==> src/rtl/vseq_pkg.sv <==
package vseq_pkg;

    localparam int XLEN   = 64;
    localparam int BYTES  = XLEN / 8;
    localparam int LANE_W = $clog2(BYTES);
    localparam int RA_W   = 5;
    localparam int TAG_W  = 3;
    localparam int REG_W  = RA_W + TAG_W - 1;

    // bytes covered by one element for a width code
    function automatic logic [LANE_W:0] elem_bytes(input logic [1:0] code);
        return (LANE_W+1)'(BYTES) >> code;
    endfunction

endpackage

==> src/rtl/vseq_regdec.sv <==
module vseq_regdec
    import vseq_pkg::*;
(
    input  logic [RA_W-1:0]  ra,
    input  logic [TAG_W-1:0] xtag,
    output logic [REG_W-1:0] base,
    output logic             is_vec
);

    always_comb begin
        is_vec = xtag[TAG_W-1];
        if (is_vec) begin
            base = {ra, xtag[TAG_W-2:0]};
        end else begin
            base = {xtag[TAG_W-2:0], ra};
        end
    end

endmodule

==> src/rtl/vseq_pred.sv <==
module vseq_pred
    import vseq_pkg::*;
#(
    parameter int MAX_VL = 64,
    parameter int VL_W   = $clog2(MAX_VL + 1)
) (
    input  logic              pmode,
    input  logic [2:0]        pcode,
    input  logic [VL_W-1:0]   elem,
    input  logic [XLEN-1:0]   r3,
    input  logic [XLEN-1:0]   r10,
    input  logic [XLEN-1:0]   r30,
    input  logic [4*MAX_VL-1:0] crf,
    output logic              pred
);

    localparam int EW = $clog2(MAX_VL);

    logic [EW-1:0] idx;
    logic [3:0]    flags;
    logic          raw;

    always_comb begin
        idx   = elem[EW-1:0];
        flags = crf[int'(idx)*4 +: 4];
        raw   = 1'b0;
        if (!pmode) begin
            unique case (pcode)
                3'b000: pred = 1'b1;
                3'b001: pred = (r3 == XLEN'(elem));
                3'b010: pred = r3[idx];
                3'b011: pred = ~r3[idx];
                3'b100: pred = r10[idx];
                3'b101: pred = ~r10[idx];
                3'b110: pred = r30[idx];
                default: pred = ~r30[idx];
            endcase
        end else begin
            unique case (pcode[2:1])
                2'd0: raw = flags[3];
                2'd1: raw = flags[2];
                2'd2: raw = flags[1];
                default: raw = flags[0];
            endcase
            pred = raw ^ pcode[0];
        end
    end

endmodule

==> src/rtl/vseq_lane.sv <==
module vseq_lane
    import vseq_pkg::*;
(
    input  logic [1:0]        elw,
    input  logic [LANE_W-1:0] lane,
    input  logic              pred,
    output logic [BYTES-1:0]  be
);

    logic [BYTES-1:0] span;

    always_comb begin
        span = '0;
        for (int b = 0; b < BYTES; b++) begin
            if (b < int'(elem_bytes(elw))) span[b] = pred;
        end
        be = span << lane;
    end

endmodule

==> src/rtl/vec_elem_seq.sv <==
module vec_elem_seq
    import vseq_pkg::*;
#(
    parameter int MAX_VL = 64,
    parameter int VL_W   = $clog2(MAX_VL + 1),
    parameter int CRF_W  = 4 * MAX_VL
) (
    input  logic              clk,
    input  logic              rst_n,
    input  logic              start,
    input  logic [VL_W-1:0]   vl,
    input  logic [1:0]        subvl,
    input  logic [1:0]        elw,
    input  logic [RA_W-1:0]   ra,
    input  logic [TAG_W-1:0]  xtag,
    input  logic              pmode,
    input  logic [2:0]        pcode,
    input  logic [XLEN-1:0]   r3,
    input  logic [XLEN-1:0]   r10,
    input  logic [XLEN-1:0]   r30,
    input  logic [CRF_W-1:0]  crf,
    output logic              wr_valid,
    output logic [REG_W-1:0]  wr_reg,
    output logic [BYTES-1:0]  wr_be,
    output logic [LANE_W-1:0] wr_lane,
    output logic              done
);

    typedef struct packed {
        logic [VL_W-1:0]  vl;
        logic [1:0]       subvl;
        logic [1:0]       elw;
        logic             vec;
        logic             pmode;
        logic [2:0]       pcode;
        logic [XLEN-1:0]  r3;
        logic [XLEN-1:0]  r10;
        logic [XLEN-1:0]  r30;
        logic [CRF_W-1:0] crf;
    } cfg_t;

    typedef struct packed {
        logic              busy;
        logic              done;
        logic [VL_W-1:0]   elem;
        logic [1:0]        sub;
        logic [REG_W-1:0]  rnum;
        logic [LANE_W-1:0] lane;
        cfg_t              cfg;
    } seq_t;

    seq_t s_d, s_q;

    logic [REG_W-1:0]  base_in;
    logic              vec_in;
    logic              pred_bit;
    logic              last_sub;
    logic              last_slot;
    logic [LANE_W:0]   lane_sum;
    logic [LANE_W:0]   wbytes_q;

    vseq_regdec u_dec (
        .ra     (ra),
        .xtag   (xtag),
        .base   (base_in),
        .is_vec (vec_in)
    );

    vseq_pred #(.MAX_VL(MAX_VL), .VL_W(VL_W)) u_pred (
        .pmode (s_q.cfg.pmode),
        .pcode (s_q.cfg.pcode),
        .elem  (s_q.elem),
        .r3    (s_q.cfg.r3),
        .r10   (s_q.cfg.r10),
        .r30   (s_q.cfg.r30),
        .crf   (s_q.cfg.crf),
        .pred  (pred_bit)
    );

    vseq_lane u_lane (
        .elw  (s_q.cfg.elw),
        .lane (s_q.lane),
        .pred (pred_bit & s_q.busy),
        .be   (wr_be)
    );

    always_comb begin
        s_d       = s_q;
        s_d.done  = 1'b0;
        wbytes_q  = elem_bytes(s_q.cfg.elw);
        last_sub  = (s_q.sub == s_q.cfg.subvl);
        last_slot = last_sub && ((s_q.elem + VL_W'(1)) == s_q.cfg.vl);
        lane_sum  = {1'b0, s_q.lane} + wbytes_q;
        if (!s_q.busy) begin
            if (start) begin
                s_d.cfg.vl    = vl;
                s_d.cfg.subvl = subvl;
                s_d.cfg.elw   = elw;
                s_d.cfg.vec   = vec_in;
                s_d.cfg.pmode = pmode;
                s_d.cfg.pcode = pcode;
                s_d.cfg.r3    = r3;
                s_d.cfg.r10   = r10;
                s_d.cfg.r30   = r30;
                s_d.cfg.crf   = crf;
                s_d.elem      = '0;
                s_d.sub       = '0;
                s_d.rnum      = base_in;
                s_d.lane      = '0;
                if (vl == '0) begin
                    s_d.done = 1'b1;
                end else begin
                    s_d.busy = 1'b1;
                end
            end
        end else begin
            if (last_slot) begin
                s_d.busy = 1'b0;
                s_d.done = 1'b1;
            end
            if (last_sub) begin
                s_d.sub  = '0;
                s_d.elem = s_q.elem + VL_W'(1);
            end else begin
                s_d.sub  = s_q.sub + 2'd1;
            end
            if (s_q.cfg.vec) begin
                s_d.lane = lane_sum[LANE_W-1:0];
                s_d.rnum = s_q.rnum + REG_W'(lane_sum[LANE_W]);
            end
        end
    end

    always_ff @(posedge clk) begin
        if (!rst_n) begin
            s_q <= '0;
        end else begin
            s_q <= s_d;
        end
    end

    assign wr_valid = s_q.busy;
    assign wr_reg   = s_q.rnum;
    assign wr_lane  = s_q.lane;
    assign done     = s_q.done;

    // enables either all clear or exactly one element wide
    a_r3_be_width: assert property (@(posedge clk) disable iff (!rst_n)
        wr_valid |-> ($countones(wr_be) == 0 ||
                      $countones(wr_be) == int'(wbytes_q)));

    // each element starts on a lane aligned to its own size
    a_r2_lane_align: assert property (@(posedge clk) disable iff (!rst_n)
        wr_valid |-> ((wr_lane & LANE_W'(wbytes_q - 1'b1)) == '0));

    // empty loop completes at once without writes
    a_r4_vl_zero: assert property (@(posedge clk) disable iff (!rst_n)
        (start && !wr_valid && vl == '0) |=> (done && !wr_valid));

    // completion is a single-cycle pulse
    a_r13_done_pulse: assert property (@(posedge clk) disable iff (!rst_n)
        done |=> !done);

    // a running sequence never restarts at element zero
    a_r12_no_restart: assert property (@(posedge clk) disable iff (!rst_n)
        wr_valid |=> !(wr_valid && s_q.elem == '0 && s_q.sub == '0));

    // a scalar destination holds its register across slots
    a_r10_scalar_fixed: assert property (@(posedge clk) disable iff (!rst_n)
        (wr_valid && !s_q.cfg.vec && $past(wr_valid)) |-> ($stable(wr_reg) && wr_lane == '0));

endmodule

==> config.mk <==
export PLATFORM = sky130hd
export DESIGN_NAME = vec_elem_seq
export DESIGN_NICKNAME = d
export VERILOG_FILES = /design/src/rtl/vseq_pkg.sv /design/src/rtl/vseq_regdec.sv /design/src/rtl/vseq_pred.sv /design/src/rtl/vseq_lane.sv /design/src/rtl/vec_elem_seq.sv
export SDC_FILE = /design/constraint.sdc
export NUM_CORES = 1
export LEC_CHECK = 0
export BUFFER_PORTS_ARGS = -buffer_cell sky130_fd_sc_hd__buf_2
export CAP_MARGIN = 20
export CORE_MARGIN = 4
export CORE_UTILIZATION = 55
export CTS_BUF_LIST = sky130_fd_sc_hd__clkbuf_8
export CTS_CLUSTER_SIZE = 25
export DETAILED_ROUTE_END_ITERATION = 8
export PLACE_DENSITY = 0.78
export SYNTH_ARGS = -nofsm -noshare
export SYNTH_HDL_FRONTEND = slang
export SYNTH_SLANG_ARGS = --single-unit
==> constraint.sdc <==
create_clock -name clk -period 7.9 [get_ports clk]
set_clock_uncertainty 0.2 [all_clocks]
set_input_delay 0.79 -clock clk [delete_from_list [all_inputs] [get_ports clk]]
set_output_delay 0.79 -clock clk [all_outputs]
set_load 0.01 [all_outputs]
# After elaboration in Yosys (flattened, before gate mapping)
# Cells that the tools add are included.
# totals
inputBits,474
output_inout_bits,20
ramBits,0
reg_bits,485
romBits,0
mem_count,0
wordCells,86
latch_bits,0
# op_classes
add_sub_neg,4
n_shift,3
mux,27
magnitude_cmp,9
mul,0
n_reduce_logical,8
div_mod_pow,0
n_bitwise,6
eq_ne,13
# op_table
cell,n
485-bit 2-to-1 mux,1
256-bit by 9-bit variable part select with 4-bit output,1
64-bit by 7-bit == test with 1-bit output,1
21-bit 2-to-1 mux,1
1-bit binary-select mux with 6-bit select,3
"3-bit by 4-bit < comparator with 1-bit output, first input constant",4
1-bit 2-to-1 mux,15
7-bit 2-to-1 mux,2
10-bit 2-to-1 mux,1
"3-bit == test, second input constant",3
"1-bit by 4-bit < comparator with 1-bit output, first input constant",2
"2-bit by 4-bit < comparator with 1-bit output, first input constant",2
8-bit by 3-bit left shift with 8-bit output,1
7-bit by 1-bit adder with 7-bit output,1
"7-bit by 1-bit adder with 7-bit output, second input constant",1
7-bit == test,1
7-bit zero test,1
"6-bit by 7-bit < comparator with 1-bit output, second input constant",1
1-bit one-hot mux with 7 select lines,1
"3-bit by 2-bit == test with 1-bit output, second input constant",2
2-bit AND reduction,3
3-bit by 4-bit adder with 4-bit output,1
2-bit 2-to-1 mux,2
1-bit NOT,4
other kinds (15),15

# Logic depth before layout (Yosys ltp)
# Gate-level depths: netlist of run 1.
# depth
depth_word,8
mapped_depth,14
mapped_depth_nobuf,13

# Cells and area by module
# From an unflattened synthesis of run 1, not the netlist that was laid out.
# hier_totals
cells_unflattened,2566
area_unflattened_um2,22828.1
# by_module_without_submodules
module,n_inst,area_each_um2,cells_per_inst,seq_area_each_um2
vec_elem_seq,1,18455.2,2181,9709.3
vseq_pred,1,4057.6,344,0.0
vseq_lane,1,191.4,32,0.0
vseq_regdec,1,123.9,9,0.0

# Least setup slack after synthesis of run 1
# Ideal clock, no wire load.
# synth_path
path_kind,register to output
startpoint,register s_q[476] (netlist name)
endpoint,output port wr_be[3]
t_required_ns,6.910
path_stages_with_launch,10
n_path_buf,1
path_slack_ns,4.047
arrival_ns,2.863
path_cell_list,dfxtp_1 buf_6 mux4_4 mux4_2 a21oi_1 a221o_1 o31ai_1 o311a_1 o31a_4 nor4_1
# synth_between
elab_chain_len,8
elab_cells_between_ends,26
classes_between,eq/ne: 1; shift: 2; mux: 18; bitwise: 5
# synth_lines
element,line_no,source
start: declaration,vec_elem_seq.sv:52,"seq_t s_d, s_q;"
start signal: assignment,vec_elem_seq.sv:136,s_q <= '0;
start signal: assignment,vec_elem_seq.sv:138,s_q <= s_d;
"256-bit by 9-bit variable part select with 4-bit output, or another cell as far along",vseq_pred.sv:25,flags = crf[int'(idx)*4 +: 4];
"1-bit one-hot mux with 3 select lines, or another cell as far along",vseq_pred.sv:39,unique case (pcode[2:1])
"1-bit 2-to-1 mux, or another cell as far along",vseq_pred.sv:27,if (!pmode) begin
1-bit XOR / 1-bit one-hot mux with 7 select lines (equally long branches),"vseq_pred.sv:45, vseq_pred.sv:28",
1-bit 2-to-1 mux *,vseq_pred.sv:27,
1-bit AND *,vec_elem_seq.sv:83,".pred (pred_bit & s_q.busy),"
1-bit 2-to-1 mux,vseq_lane.sv:15,if (b < int'(elem_bytes(elw))) span[b] = pred;
8-bit by 3-bit left shift with 8-bit output *,vseq_lane.sv:17,be = span << lane;
end: declaration,vec_elem_seq.sv:24,"output logic [BYTES-1:0] wr_be,"
# Mark *: on every way between the ends. The rest lies on a longest branch, timed or not. The select of a mux whose other input is x is not followed.

# Worst setup path in the final report of run 1
# layout_path
startpoint,register s_q[477] (netlist name)
endpoint,output port wr_be[4]
# Same word-level chain as after synthesis.

==> results of run 1 <==
-- worst register-to-register path: stages (launching register included) --
cell and delay, ps:
dfxtp_1 810, nand2b_4 700, buf_12 620, nand2_1 540
a21boi_0 260
-- metrics by stage --
step                power [mW]  cells  hold WS (ps)  instance area, µm²
floorplan                3.196   2602         238.6               23060
global placement         3.444   3419         249.4               25260
detailed placement       3.469   3419         255.5               25260
CTS                      5.503   3548         158.3               26720
global route             5.709   3549         193.0               26720
finish                   5.480   3551         203.8               26720
-- cell usage after synthesis (8+ instances only) --
cell,n
nor2b_1,21
nor4_1,20
nor2_1,25
mux2i_1,43
xnor2_1,13
o22ai_1,8
nor3_1,14
buf_2,19
nand3_1,13
inv_1,13
o21ai_0,17
mux2_2,13
nand2b_1,12
dfxtp_1,485
a21boi_0,469
mux4_1,41
a21oi_1,31
mux4_2,57
nand2_1,958
buf_12,8
buf_6,11
buf_4,16
clkbuf_1,167
nand4_1,8
-- area by class of cell --
type	instances	area share [%]
Antenna cell	3	0.02809
Clock buffer	95	4.893
Clock inverter	34	0.5619
Inverter	13	0.1826
Multi-Input combinational cell	1878	45.54
Sequential cell	485	36.38
Tap cell	532	2.491
Timing Repair Buffer	511	9.917
-- path summary, 6_finish.rpt --
check	endpoint	slack, ps	depth (start not counted)
max	wr_be[4]	2330	10
min	s_q[76]	200	3
max reg2reg	s_q[73]	4690	4
min reg2reg	s_q[272]	260	2
-- layer usage --
layer  vias up  share of wire, %  track usage [%]
li1       9613                 -                -
met1      9648                40            37.73
met2       851                47            49.61
met3       215               7.4            5.260
met4         6               5.2            14.46
met5         -             0.050                0
-- power by group through the flow --
stage          Combinational [mW]  Clock, mW  Sequential, mW
5_1_grt                     0.796       2.20            2.71
2_1_floorplan               0.499          0            2.70
6_report                    0.723       2.05            2.70
3_3_place_gp                0.700          0            2.74
4_1_cts                     0.723       2.08            2.70
3_5_place_dp                0.720          0            2.75
-- cell families (layout without fill, tap and decap cells) --
kind of cell             Yosys count  in the layout  share of synthesized area [%]
AO/OA/AOI/OAI                    587            587                          18.89
XOR/XNOR                          20             20                         0.7597
adder cells (fa/ha/maj)            7              7                         0.4124
buffers and inverters            239            653                          5.177
flip-flops                       485            485                          42.11
multiplexers                     159            159                          13.27
other                              0              3                              0
AND/OR/NAND/NOR                 1105           1105                          19.38
==> metrics.md, run 1 <==
| Metric | Value |
|---|---|
| Worst setup path startpoint | s_q[477] |
| CP peak stage delay | 900 ps |
| Worst vdd ir | 0.1499 mV |
| IO Port Bufs | 493 |
| DRT Pass-1 Iters | 5 |
| Final Critical Period | roughly 5600 ps |
| Period utilization | around 70% |
| Slew headroom | about a fifth |
| Critical path startpoint category | flip-flop |
| Tot GR Track Use | about 30% |
| DRT Wirelength | approximately 70000 µm |
| Initial antenna violation count | 6 |
| Longest Clk Path Bufs | 3 |
| Sw power | around 1.5 mW |
| IO Count | between 400 and 500 |
| Routability cong. | around 0.9 |
| Top cell type's share of synthesized area | between 40% and 50% |
| Largest register FFs | about 470 |
| Sw Share | between 20% and 30% |
| Fin. max-slew vios | 0 |
| Final core utilization | between 60% and 70% |
| Cell Pwr Density | approximately 210 nW/µm² |
| Root buffer cell | clkbuf_8 |
| Post-CTS Resized | 0 |
| Largest net degree at the start of global routing | between 200 and 300 |
| Internal power | 4.000 mW |
| DP HPWL | between 50000 and 60000 µm |
| Clk slew on worst S/H paths | roughly 60 ps |
| Worst EP required | between 6000 and 7000 ps |
| Status | finished, final reports clean |
| CTS tree | built |
| Multi-input logic area | approximately 12000 µm² |
| Share of post-route cells with drive strength above 1 | about a quarter |
| Post-synth EDFFs | 0 |
| Placeable Area | slightly above 40000 µm² |
| Initial Util | 56.09% |
| Commonest cells after routing, fill and taps aside | 958 x nand2_1, 492 x buf_2, 480 x dfxtp_1 |
| Seq pwr share | about half |
| Syn Area/Cell | just under 9 µm² |
| Postcts setup bufs | 0 |
| Post-synthesis sequential area ratio | between 40 and 50% |
| Grt total ovfl | 0 |
| FP Rows | 74 |
| Synth async-reset ratio | 0% |
| Die height | 212.8 µm |
| RSZ-0062 raised after global routing | false |
| Critical path arrival | between 4000 and 5000 ps |
| Via count | slightly above 20000 |
| Slowest CP cell | dfxtp_4 |
| Clk Latency, worst-skew pair | between 600 and 700 ps |
| WP buf/inv | 2 |
| Syn_nets | between 3000 and 4000 |
| CTS sink count | about 490 |
| Synth Cell Area | between 20000 and 25000 µm² |
| Fin nets | approximately 3400 |
| Max_cap viols | 0 |
| Largest cells by area after synthesis | dfxtp_1 42%, nand2_1 16%, a21boi_0 15% |
| Fill count | approximately 3400 |
| Maximum fanout along the worst path | 59 |
| Critical R2R Launch | wr_valid |
| Main synth FF type | dfxtp_1 |
| Drt wl/cell | just under 20 µm |
| TritonCTS Buffers | 78 |
| Crit Path Class | reg2out |
| Pre-CTS setup slack | roughly 3000 ps |
| Ys Warns | 0 |
| Worst Max-Slew Pin Slew | between 1000 and 1500 ps |
| Flops & latches, synth | approximately 490 |
| Synth area leader | dfxtp_1 |
| Crit-path cells | buf_4, mux4_1, mux2i_1, mux4_2, or3_1, and4_4, a211oi_4, mux2i_4, nor3_1, buf_2 |
| Setup_tns | 0 ps |
| Layout area overhead | 15.89% |
| Global-route wire length before repair | around 110000 µm |
| HP Class | in2reg |
| Initial DRC count | between 1500 and 2000 |
| Comb pwr share | a little over an eighth |
| Final setup viols | 0 |
| Final hold vios | 0 |
| Post-route setup slack | around 2300 ps |
| Unique masters post-synth | 73 |
| FF/Latch Area | just under 10000 µm² |
| Pleak | about 11 nW |
| Commonest non-fill, non-tap cell in the layout | nand2_1 |
| DRC viols | 0 |
| Vias in the first global route | between 20000 and 25000 |
| Die width | about 210 µm |
| Clock Power Share | 37.5% |
| Die area | ~45000 µm² |
| HP Start | crf[76] |
| CTS hold repair buffers | 0 |
| Worst Setup End Kind | output pin |
| Number of routed nets with antenna violations | 0 |
| Top Family by Delay on Critical Path | multiplexers |
| Via density | around 5.7 |
| Max Clk Rate | 179.6 MHz |
| Syn Inst Count | about 2600 |
| Max H-tree Level | 3 |
No activity file was read; power rests on OpenSTA's default activity.
==> run 2, diff against run 1 <==
==> constraint.sdc (replaced) <==
create_clock -name clk -period 5.5 [get_ports clk]
set_clock_uncertainty 0.2 [all_clocks]
set_input_delay 0.55 -clock clk [delete_from_list [all_inputs] [get_ports clk]]
set_output_delay 0.55 -clock clk [all_outputs]
set_load 0.01 [all_outputs]
==> run 2 against run 1 <==
Net effect:
- worst hold slack got worse by 180 ps
- via count increased by 11%
- global-route usage increased by 5.2 points
- critical endpoint is now wr_be[3]
==> metrics.md, run 2 (synthesized netlist as in run 1, its figures left out) <==
| Metric | Value |
|---|---|
| Clk slew on worst S/H paths | roughly 60 ps |
| Critical path arrival | 4380 ps |
| Met1 Wirelength | around 31000 µm |
| Final setup viols | 0 |
| Pre-CTS setup slack | between 1000 and 1500 ps |
| Global-route wire length before repair | 124400 µm |
| Post-route setup slack | about 370 ps |
| Die width | ~210 µm |
| Crit Path Class | reg2out |
| Cell Pwr Density | about 280 nW/µm² |
| Initial DRC count | between 1500 and 2000 |
| Pleak | about 12 nW |
| Die area | approximately 45000 µm² |
| Drt wl/cell | 20.92 µm |
| Worst vdd ir | between 0.2 and 0.25 mV |
| Area of all placed cells without fillers | 30540 µm² |
| Hold Slack | between 20 and 25 ps |
| Postcts setup bufs | 0 |
| Max H-tree Level | 3 |
| Met3 Wirelength | ~6200 µm |
| Root buffer cell | clkbuf_8 |
| Clk Latency, worst-skew pair | roughly 630 ps |
| Fill count | 2852 |
| HP Class | in2reg |
| Fin nets | between 3000 and 4000 |
| DRC viols | 0 |
| DRT Wirelength | slightly above 80000 µm |
| DRT Pass-1 Iters | 6 |
| Commonest non-fill, non-tap cell in the layout | nand2_1 |
| Die height | ~210 µm |
| RSZ-0062 raised after global routing | false |
| IO Count | 494 |
| Final hold vios | 0 |
| CTS tree | built |
| FP Rows | 74 |
| Routability cong. | between 0.9 and 1 |
| Critical path startpoint category | flip-flop |
| CTS sink count | roughly 490 |
| Share of post-route cells with drive strength above 1 | between 20% and 30% |
| DP HPWL | about 52000 µm |
| Vias in the first global route | roughly 23000 |
| Via density | 5.761 |
| Grt total ovfl | 0 |
| Number of routed nets with antenna violations | 0 |
| Commonest cells after routing, fill and taps aside | 958 x nand2_1, 492 x buf_2, 480 x dfxtp_1 |
| Metal2 WL | between 30000 and 40000 µm |
| Layout area overhead | 32.44% |
| Worst Setup End Kind | output pin |
| Largest net degree at the start of global routing | 241 |
| Worst Max-Slew Pin Slew | ~1200 ps |
| Max Clk Rate | around 200 MHz |
| Placed cell areas | 25350 µm² |
| Via count | approximately 23000 |
| Fin. max-slew vios | 0 |
| Initial Util | a little under three fifths |
| Max_cap viols | 0 |
| Initial antenna violation count | 7 |
| Top routing layer in use | met5 |
| Placeable Area | roughly 41000 µm² |
| Setup_tns | 0 ps |
| Status | finished, final reports clean |
| Tot GR Track Use | 34.99% |
| Final Critical Period | slightly above 5000 ps |
| Slew headroom | a little under a quarter |
| Period utilization | between 90% and 100% |
| Longest Clk Path Bufs | 3 |
| FF/Latch Area | 9723 µm² |
| Tot Pwr | approximately 8.4 mW |
| TritonCTS Buffers | around 80 |
| Largest register FFs | 473 |
| Maximum fanout along the worst path | around 50 |
| IO Port Bufs | approximately 490 |
| Worst EP required | 4750 ps |
| Multi-input logic area | ~12000 µm² |
[run 2: routing by layer]
layer,GRT usage (%),vias up
met4,22.92,4
met5,0,-
met1,42.02,10600
li1,-,10340
met2,57.50,1241
met3,6.876,376
[run 2: timing repair]
action                    4_1_cts  5_1_grt
hold buffers                  349        1
hold endpoints to repair      349        1
gates resized for setup         0        0
[run 2: critical path: stages, from the launching register on]
cell and delay (ps):
dfxtp_4 970, buf_4 400, mux4_1 580, o2bb2ai_1 140, o211ai_1 320, a221o_1 230, o31ai_1 90, o311a_1 170
o31a_4 340, nor4_1 290, buf_2 190
[run 2: where the power goes]
part / total [mW] / leakage (nW) / switching [mW] / internal (mW)
clock: 3.28 / 0.920 / 1.44 / 1.84
combinational: 1.27 / 7.50 / 0.623 / 0.647
sequential: 3.90 / 3.98 / 0.178 / 3.72
[run 2: worst paths after layout]
check	startpoint	endpoint	slack (ps)	cells past startpoint
min reg2reg	s_q[166]	s_q[166]	260	2
max reg2reg	s_q[477]	done	2210	8
max	s_q[476]	wr_be[3]	370	10
min	crf[181]	s_q[181]	20	3
[run 2: final cells by class]
| type | count | area share [%] |
|---|---|---|
| inverters | 13 | 0.1598 |
| diodes | 6 | 0.04917 |
| clock buffers | 105 | 4.732 |
| flip-flops and latches | 485 | 31.84 |
| well taps | 532 | 2.180 |
| multi-input cells | 1878 | 39.85 |
| repair buffers | 865 | 20.45 |
| clock inverters | 32 | 0.7334 |
[run 2: per-stage QoR]
step	instances	utilization, %
6_report	3916	74.28
5_1_grt	3915	74.28
4_1_cts	3909	74.22
3_5_place_dp	3423	61.67
3_3_place_gp	3423	61.67
2_1_floorplan	2602	-
